==> src/rtl/fpd_pkg.sv <==
package fpd_pkg;

  localparam int IDX_W   = 5;
  localparam int FUNC_W  = 8;
  localparam int MAJ_W   = 6;
  localparam int INSN_W  = 32;
  localparam int OP_W    = 4;
  localparam int NPAIR   = 3;
  localparam int OPND_A  = 0;
  localparam int OPND_B  = 1;
  localparam int OPND_D  = 2;

  localparam logic [MAJ_W-1:0] FPD_MAJOR = 6'b110010;

  localparam logic [FUNC_W-1:0] FN_ADD  = 8'h10;
  localparam logic [FUNC_W-1:0] FN_SUB  = 8'h11;
  localparam logic [FUNC_W-1:0] FN_MUL  = 8'h12;
  localparam logic [FUNC_W-1:0] FN_DIV  = 8'h13;
  localparam logic [FUNC_W-1:0] FN_I2F  = 8'h14;
  localparam logic [FUNC_W-1:0] FN_F2I  = 8'h15;
  localparam logic [FUNC_W-1:0] FN_REM  = 8'h16;
  localparam logic [FUNC_W-1:0] FN_FMA  = 8'h17;
  localparam logic [FUNC_W-1:0] FN_CEQ  = 8'h18;
  localparam logic [FUNC_W-1:0] FN_CNE  = 8'h19;
  localparam logic [FUNC_W-1:0] FN_CGT  = 8'h1A;
  localparam logic [FUNC_W-1:0] FN_CGE  = 8'h1B;
  localparam logic [FUNC_W-1:0] FN_CLT  = 8'h1C;
  localparam logic [FUNC_W-1:0] FN_CLE  = 8'h1D;
  localparam logic [FUNC_W-1:0] FN_S2D  = 8'h34;
  localparam logic [FUNC_W-1:0] FN_D2S  = 8'h35;

  typedef enum logic [OP_W-1:0] {
    OP_NONE = 4'd0,
    OP_ADD  = 4'd1,
    OP_SUB  = 4'd2,
    OP_MUL  = 4'd3,
    OP_DIV  = 4'd4,
    OP_REM  = 4'd5,
    OP_FMA  = 4'd6,
    OP_I2F  = 4'd7,
    OP_F2I  = 4'd8,
    OP_S2D  = 4'd9,
    OP_D2S  = 4'd10,
    OP_CEQ  = 4'd11,
    OP_CLT  = 4'd12,
    OP_CLE  = 4'd13
  } op_e;

  typedef enum logic [2:0] {
    CL_NONE  = 3'd0,
    CL_ARITH = 3'd1,
    CL_FMA   = 3'd2,
    CL_CONV  = 3'd3,
    CL_S2D   = 3'd4,
    CL_D2S   = 3'd5,
    CL_CMP   = 3'd6
  } cls_e;

  typedef struct packed {
    logic [MAJ_W-1:0]  major;
    logic [IDX_W-1:0]  d;
    logic [IDX_W-1:0]  a;
    logic [IDX_W-1:0]  b;
    logic              dp;
    logic              ap;
    logic              bp;
    logic [FUNC_W-1:0] func;
  } fields_t;

endpackage

==> src/rtl/fpd_fields.sv <==
module fpd_fields
  import fpd_pkg::*;
(
  input  logic [INSN_W-1:0] insn_i,
  output fields_t           fld_o
);

  assign fld_o = fields_t'(insn_i);

endmodule

==> src/rtl/fpd_func_table.sv <==
module fpd_func_table
  import fpd_pkg::*;
(
  input  logic [FUNC_W-1:0] func_i,
  output op_e               op_o,
  output cls_e              cls_o,
  output logic              swap_o,
  output logic              inv_o
);

  always_comb begin
    op_o   = OP_NONE;
    cls_o  = CL_NONE;
    swap_o = 1'b0;
    inv_o  = 1'b0;
    unique case (func_i)
      FN_ADD: begin op_o = OP_ADD; cls_o = CL_ARITH; end
      FN_SUB: begin op_o = OP_SUB; cls_o = CL_ARITH; end
      FN_MUL: begin op_o = OP_MUL; cls_o = CL_ARITH; end
      FN_DIV: begin op_o = OP_DIV; cls_o = CL_ARITH; end
      FN_REM: begin op_o = OP_REM; cls_o = CL_ARITH; end
      FN_FMA: begin op_o = OP_FMA; cls_o = CL_FMA;   end
      FN_I2F: begin op_o = OP_I2F; cls_o = CL_CONV;  end
      FN_F2I: begin op_o = OP_F2I; cls_o = CL_CONV;  end
      FN_S2D: begin op_o = OP_S2D; cls_o = CL_S2D;   end
      FN_D2S: begin op_o = OP_D2S; cls_o = CL_D2S;   end
      FN_CEQ: begin op_o = OP_CEQ; cls_o = CL_CMP;   end
      FN_CNE: begin op_o = OP_CEQ; cls_o = CL_CMP; inv_o  = 1'b1; end
      FN_CLT: begin op_o = OP_CLT; cls_o = CL_CMP;   end
      FN_CGT: begin op_o = OP_CLT; cls_o = CL_CMP; swap_o = 1'b1; end
      FN_CLE: begin op_o = OP_CLE; cls_o = CL_CMP;   end
      FN_CGE: begin op_o = OP_CLE; cls_o = CL_CMP; swap_o = 1'b1; end
      default: begin
        op_o  = OP_NONE;
        cls_o = CL_NONE;
      end
    endcase
  end

endmodule

==> src/rtl/fpd_pair_index.sv <==
module fpd_pair_index #(
  parameter int IDX_W = 5
) (
  input  logic [IDX_W-1:0] base_i,
  input  logic             stride_i,
  output logic [IDX_W-1:0] partner_o,
  output logic             fits_o
);

  localparam int SUM_W = IDX_W + 1;

  logic [SUM_W-1:0] sum;

  assign sum       = {1'b0, base_i} + SUM_W'(1) + {{IDX_W{1'b0}}, stride_i};
  assign partner_o = sum[IDX_W-1:0];
  assign fits_o    = ~sum[IDX_W];

endmodule

==> src/rtl/fpd_pair_decoder.sv <==
module fpd_pair_decoder
  import fpd_pkg::*;
(
  input  logic [31:0] insn_i,
  input  logic        fp64_en_i,
  output logic [3:0]  op_o,
  output logic [4:0]  src_a_hi_o,
  output logic [4:0]  src_a_lo_o,
  output logic [4:0]  src_b_hi_o,
  output logic [4:0]  src_b_lo_o,
  output logic [4:0]  dst_hi_o,
  output logic [4:0]  dst_lo_o,
  output logic [1:0]  src_a_re_o,
  output logic [1:0]  src_b_re_o,
  output logic [1:0]  acc_re_o,
  output logic [1:0]  dst_we_o,
  output logic        cmp_swap_o,
  output logic        cmp_inv_o,
  output logic        illegal_o
);

  fields_t          fld;
  op_e              tbl_op;
  cls_e             tbl_cls;
  logic             tbl_swap;
  logic             tbl_inv;

  logic [IDX_W-1:0] base    [NPAIR];
  logic             stride  [NPAIR];
  logic [IDX_W-1:0] partner [NPAIR];
  logic [NPAIR-1:0] fits;

  logic [NPAIR-1:0] pair_used;
  logic             rsv_ok;
  logic             legal;
  logic [1:0]       a_re_raw, b_re_raw, acc_raw, d_we_raw;

  fpd_fields u_fields (
    .insn_i (insn_i),
    .fld_o  (fld)
  );

  fpd_func_table u_table (
    .func_i (fld.func),
    .op_o   (tbl_op),
    .cls_o  (tbl_cls),
    .swap_o (tbl_swap),
    .inv_o  (tbl_inv)
  );

  assign base[OPND_A]   = fld.a;
  assign base[OPND_B]   = fld.b;
  assign base[OPND_D]   = fld.d;
  assign stride[OPND_A] = fld.ap;
  assign stride[OPND_B] = fld.bp;
  assign stride[OPND_D] = fld.dp;

  for (genvar g = 0; g < NPAIR; g++) begin : g_pair
    fpd_pair_index #(.IDX_W(IDX_W)) u_idx (
      .base_i    (base[g]),
      .stride_i  (stride[g]),
      .partner_o (partner[g]),
      .fits_o    (fits[g])
    );
  end

  // Per-class operand usage, reserved-field rules and raw enables.
  always_comb begin
    pair_used = '0;
    rsv_ok    = 1'b1;
    a_re_raw  = 2'b00;
    b_re_raw  = 2'b00;
    acc_raw   = 2'b00;
    d_we_raw  = 2'b00;
    unique case (tbl_cls)
      CL_ARITH, CL_FMA: begin
        pair_used[OPND_A] = 1'b1;
        pair_used[OPND_B] = 1'b1;
        pair_used[OPND_D] = 1'b1;
        a_re_raw = 2'b11;
        b_re_raw = 2'b11;
        d_we_raw = 2'b11;
        acc_raw  = (tbl_cls == CL_FMA) ? 2'b11 : 2'b00;
      end
      CL_CONV: begin
        pair_used[OPND_A] = 1'b1;
        pair_used[OPND_D] = 1'b1;
        rsv_ok   = (fld.b == '0) && !fld.bp;
        a_re_raw = 2'b11;
        d_we_raw = 2'b11;
      end
      CL_S2D: begin
        pair_used[OPND_D] = 1'b1;
        rsv_ok   = (fld.b == '0) && !fld.ap && !fld.bp;
        a_re_raw = 2'b10;
        d_we_raw = 2'b11;
      end
      CL_D2S: begin
        pair_used[OPND_A] = 1'b1;
        rsv_ok   = (fld.b == '0) && !fld.dp && !fld.bp;
        a_re_raw = 2'b11;
        d_we_raw = 2'b10;
      end
      CL_CMP: begin
        pair_used[OPND_A] = 1'b1;
        pair_used[OPND_B] = 1'b1;
        rsv_ok   = (fld.d == '0) && !fld.dp;
        a_re_raw = 2'b11;
        b_re_raw = 2'b11;
      end
      default: begin
        rsv_ok = 1'b0;
      end
    endcase
  end

  assign legal = (fld.major == FPD_MAJOR) && fp64_en_i && (tbl_cls != CL_NONE)
               && rsv_ok && ((pair_used & ~fits) == '0);

  assign illegal_o  = ~legal;
  assign op_o       = legal ? tbl_op : OP_NONE;
  assign src_a_re_o = legal ? a_re_raw : 2'b00;
  assign src_b_re_o = legal ? b_re_raw : 2'b00;
  assign acc_re_o   = legal ? acc_raw  : 2'b00;
  assign dst_we_o   = legal ? d_we_raw : 2'b00;
  assign cmp_swap_o = legal & tbl_swap;
  assign cmp_inv_o  = legal & tbl_inv;

  assign src_a_hi_o = base[OPND_A];
  assign src_a_lo_o = partner[OPND_A];
  assign src_b_hi_o = base[OPND_B];
  assign src_b_lo_o = partner[OPND_B];
  assign dst_hi_o   = base[OPND_D];
  assign dst_lo_o   = partner[OPND_D];

endmodule

==> config.mk <==
export PLATFORM = sky130hd
export DESIGN_NAME = fpd_pair_decoder
export DESIGN_NICKNAME = d
export VERILOG_FILES = /design/src/rtl/fpd_pkg.sv /design/src/rtl/fpd_fields.sv /design/src/rtl/fpd_func_table.sv /design/src/rtl/fpd_pair_index.sv /design/src/rtl/fpd_pair_decoder.sv
export SDC_FILE = /design/constraint.sdc
export NUM_CORES = 1
export LEC_CHECK = 0
export ABC_AREA = 1
export BUFFER_PORTS_ARGS = -buffer_cell sky130_fd_sc_hd__buf_2
export CAP_MARGIN = 20
export CELL_PAD_IN_SITES_DETAIL_PLACEMENT = 1
export CELL_PAD_IN_SITES_GLOBAL_PLACEMENT = 1
export CORE_MARGIN = 1
export CORE_UTILIZATION = 26
export DETAILED_ROUTE_END_ITERATION = 8
export GPL_ROUTABILITY_DRIVEN = 0
export PLACE_DENSITY_LB_ADDON = 0.12
export REMOVE_ABC_BUFFERS = 1
export SLEW_MARGIN = 20
export SYNTH_ARGS = -nofsm -noshare
export SYNTH_HDL_FRONTEND = slang
export SYNTH_HIERARCHICAL = 1
export SYNTH_SLANG_ARGS = --single-unit
==> constraint.sdc <==
create_clock -name vclk -period 1.95
set_clock_uncertainty 0.1 [all_clocks]
set_input_delay 0.0975 -clock vclk [all_inputs]
set_output_delay 0.0975 -clock vclk [all_outputs]
set_load 0.02 [all_outputs]
==> results by group <==
STA
  • RSZ-0062 raised after global routing: true
  • Relative slew margins: 78.5%
  • Worst hold margin: 328 ps
  • Worst-Margin Slew: 321 ps
  • Minimum clock period: 2210 ps
  • Setup-failing EPs final: 15
  • Final Hold Vio Count: 0
  • Final worst slack: -257 ps
  • Slew Limit Fails: 0
  • Achievable Freq: 0.453 GHz
  • Final period utilization: 113%

Floorplanning
  • Die extent in x: 74.0 um
  • Die area: 5470 um2
  • Die Span Y: 74.0 um
  • Initial core utilization: 27.8%
  • I/O pin cnt: 78
  • Core Region: 4850 um2
  • Row count: 25

Global routing
  • Vias in the first global route: 1,702
  • Pin count of the biggest net entering global routing: 8
  • GR Overflow Total: 0
  • Initial antenna violation count: 0
  • First-pass GRT wire length: 7500 um
  • Gr usage total: 16.9%

Routing
  • DRC viols: 0
  • Initial DRT Pass Iterations: 2
  • Drt via density: 4.24
  • WL/cell: 11.5 um
  • Via Count: 1,752
  • Drt total wl: 4770 um
  • Post-DRT Antenna Nets: 0
  • Iter 0 DRT Violations: 32

Critical path
  • Slowest cell on crit path: ha_4
  • Crit path largest cell delay: 220 ps
  • Critical path data arrival time: 2010 ps
  • Setup Crit Path Kind: input pin to output port
  • CP startpoint kind: input pin
  • Worst path bufs/invs: 5
  • Crit. End Element: output port
  • Crit path required time: 1750 ps
  • Crit path max fanout: 5
  • CP top delay family: simple AND/OR/NAND/NOR gates
  • Critical-path cell list: buf_8 -> nor2_4 -> nand3_4 -> nor2_4 -> nand2_2 -> nand3_4 -> inv_4 -> ha_4 -> inv_4 -> nand2_2 -> nand2_1 -> nand2_1 -> nor2_2 -> nand3_4 -> buf_6 -> nor2_4 -> buf_6

Flow run
  • Maxcap violations: 0

Pwr
  • Cell leakage power: 0.00134 uW
  • PD cells: 158 nW/um2
  • Worst ir drop on vdd: 0.000103 V

Place
  • Post-DP HPWL: 3430 um
  • Pre-CTS setup slack: -437 ps
  • # port buffers: 78
  • Placed Area: 1770 um2

Cells and area
  • Design area: 2480 um2
  • Layout cells sized above 1: 62.4%
  • Sequential cell area: 0 um2
  • Commonest non-fill, non-tap cell in the layout: buf_2
  • Nets: 392
  • Clock buf count: 0
  • Area grow syn2layout: 84.0%
  • Antenna cells: 0
  • Area of the multi-input gates: 1230 um2
  • Seq_cells: 0
  • Most frequent cells in the layout: buf_2, buf_4, inv_1, nand2_1, nand2_2
  • Fillers: 637

Logic synthesis
  • Top cells by area, synth: buf_4, nand2_1, inv_1
  • Cell taking the most area after synthesis: buf_4
  • Post-Syn Area: 1350 um2
  • Synth top area share: 18.9%
  • Synth Instances: 256
  • Post-synthesis cell type count: 21
  • Syn avg cell area: 5.26 um2
  • Seq/Total Area, Yosys: 0%
  • Warnings from Yosys: 6

Status
  • Failing checks: setup timing
  • Status: finished, violations left

Min path
  • Path category of the worst min-delay check: input pin to output port
-- worst paths after layout --
| kind | startpoint | endpoint | slack (ps) | cells after the start |
|---|---|---|---|---|
| min | insn_i[16] | src_a_hi_o[0] | 330 | 2 |
| max | insn_i[7] | src_b_re_o[1] | -260 | 17 |
-- through the flow --
step,utilization (%),setup TNS [ps],total power (uW),std cells
final,51.1,-3080,392,413
after CTS,46.9,-2270,361,407
after global routing,51.1,-4760,431,413
after floorplan,-,-4470,141,221
after global placement,36.6,-4830,302,395
after detailed placement,36.6,-5940,307,395
-- metal layers --
metal / vias up / GRT usage (%) / routed length [um]
met5: - / 0 / 0
met4: 0 / 1.28 / 42
met3: 4 / 0.407 / 146
met2: 39 / 35.9 / 2720
met1: 796 / 19.1 / 1860
li1: 913 / - / -
-- repair_timing --
item                       4_1_cts  5_1_grt
buffers inserted                12        6
setup endpoints to repair       15       15
hold buffers                     0        0
gates resized for setup        114       43
pin swaps                       25       30
-- synthesized netlist by cell type --
library cell / number
buf_4: 34
o2111ai_1: 1
o21bai_1: 1
clkinv_1: 2
a21oi_1: 4
nand3_2: 1
nor3_1: 1
o21ai_0: 2
inv_1: 47
a21o_1: 1
buf_6: 1
nand4_1: 5
nand4_2: 1
inv_2: 6
nor2_1: 37
nand2_2: 12
nor2_2: 17
nand2_1: 54
nand3_1: 15
xor2_1: 3
ha_1: 11
-- area by class of cell --
type	count	share of cell area (%)
Tap cell	67	3.38
Timing Repair Buffer	125	37.6
Inverter	55	9.49
Multi-Input combinational cell	166	49.5
-- kinds of logic (layout without fill, tap and decap cells) --
group	count (synthesis)	in the layout	share of synthesized area, %
AO/OA/AOI/OAI	9	9	3.99
XOR/XNOR	3	3	1.95
adder cells (fa/ha/maj)	11	11	10.2
buffers and inverters	90	180	35.1
AND/OR/NAND/NOR	143	143	48.7
-- power breakdown --
part | total [uW] | internal (uW) | switching (uW)
clock network | 0 | 0 | 0
registers | 0 | 0 | 0
logic | 392 | 165 | 227
No activity file was read; power rests on OpenSTA's default activity.
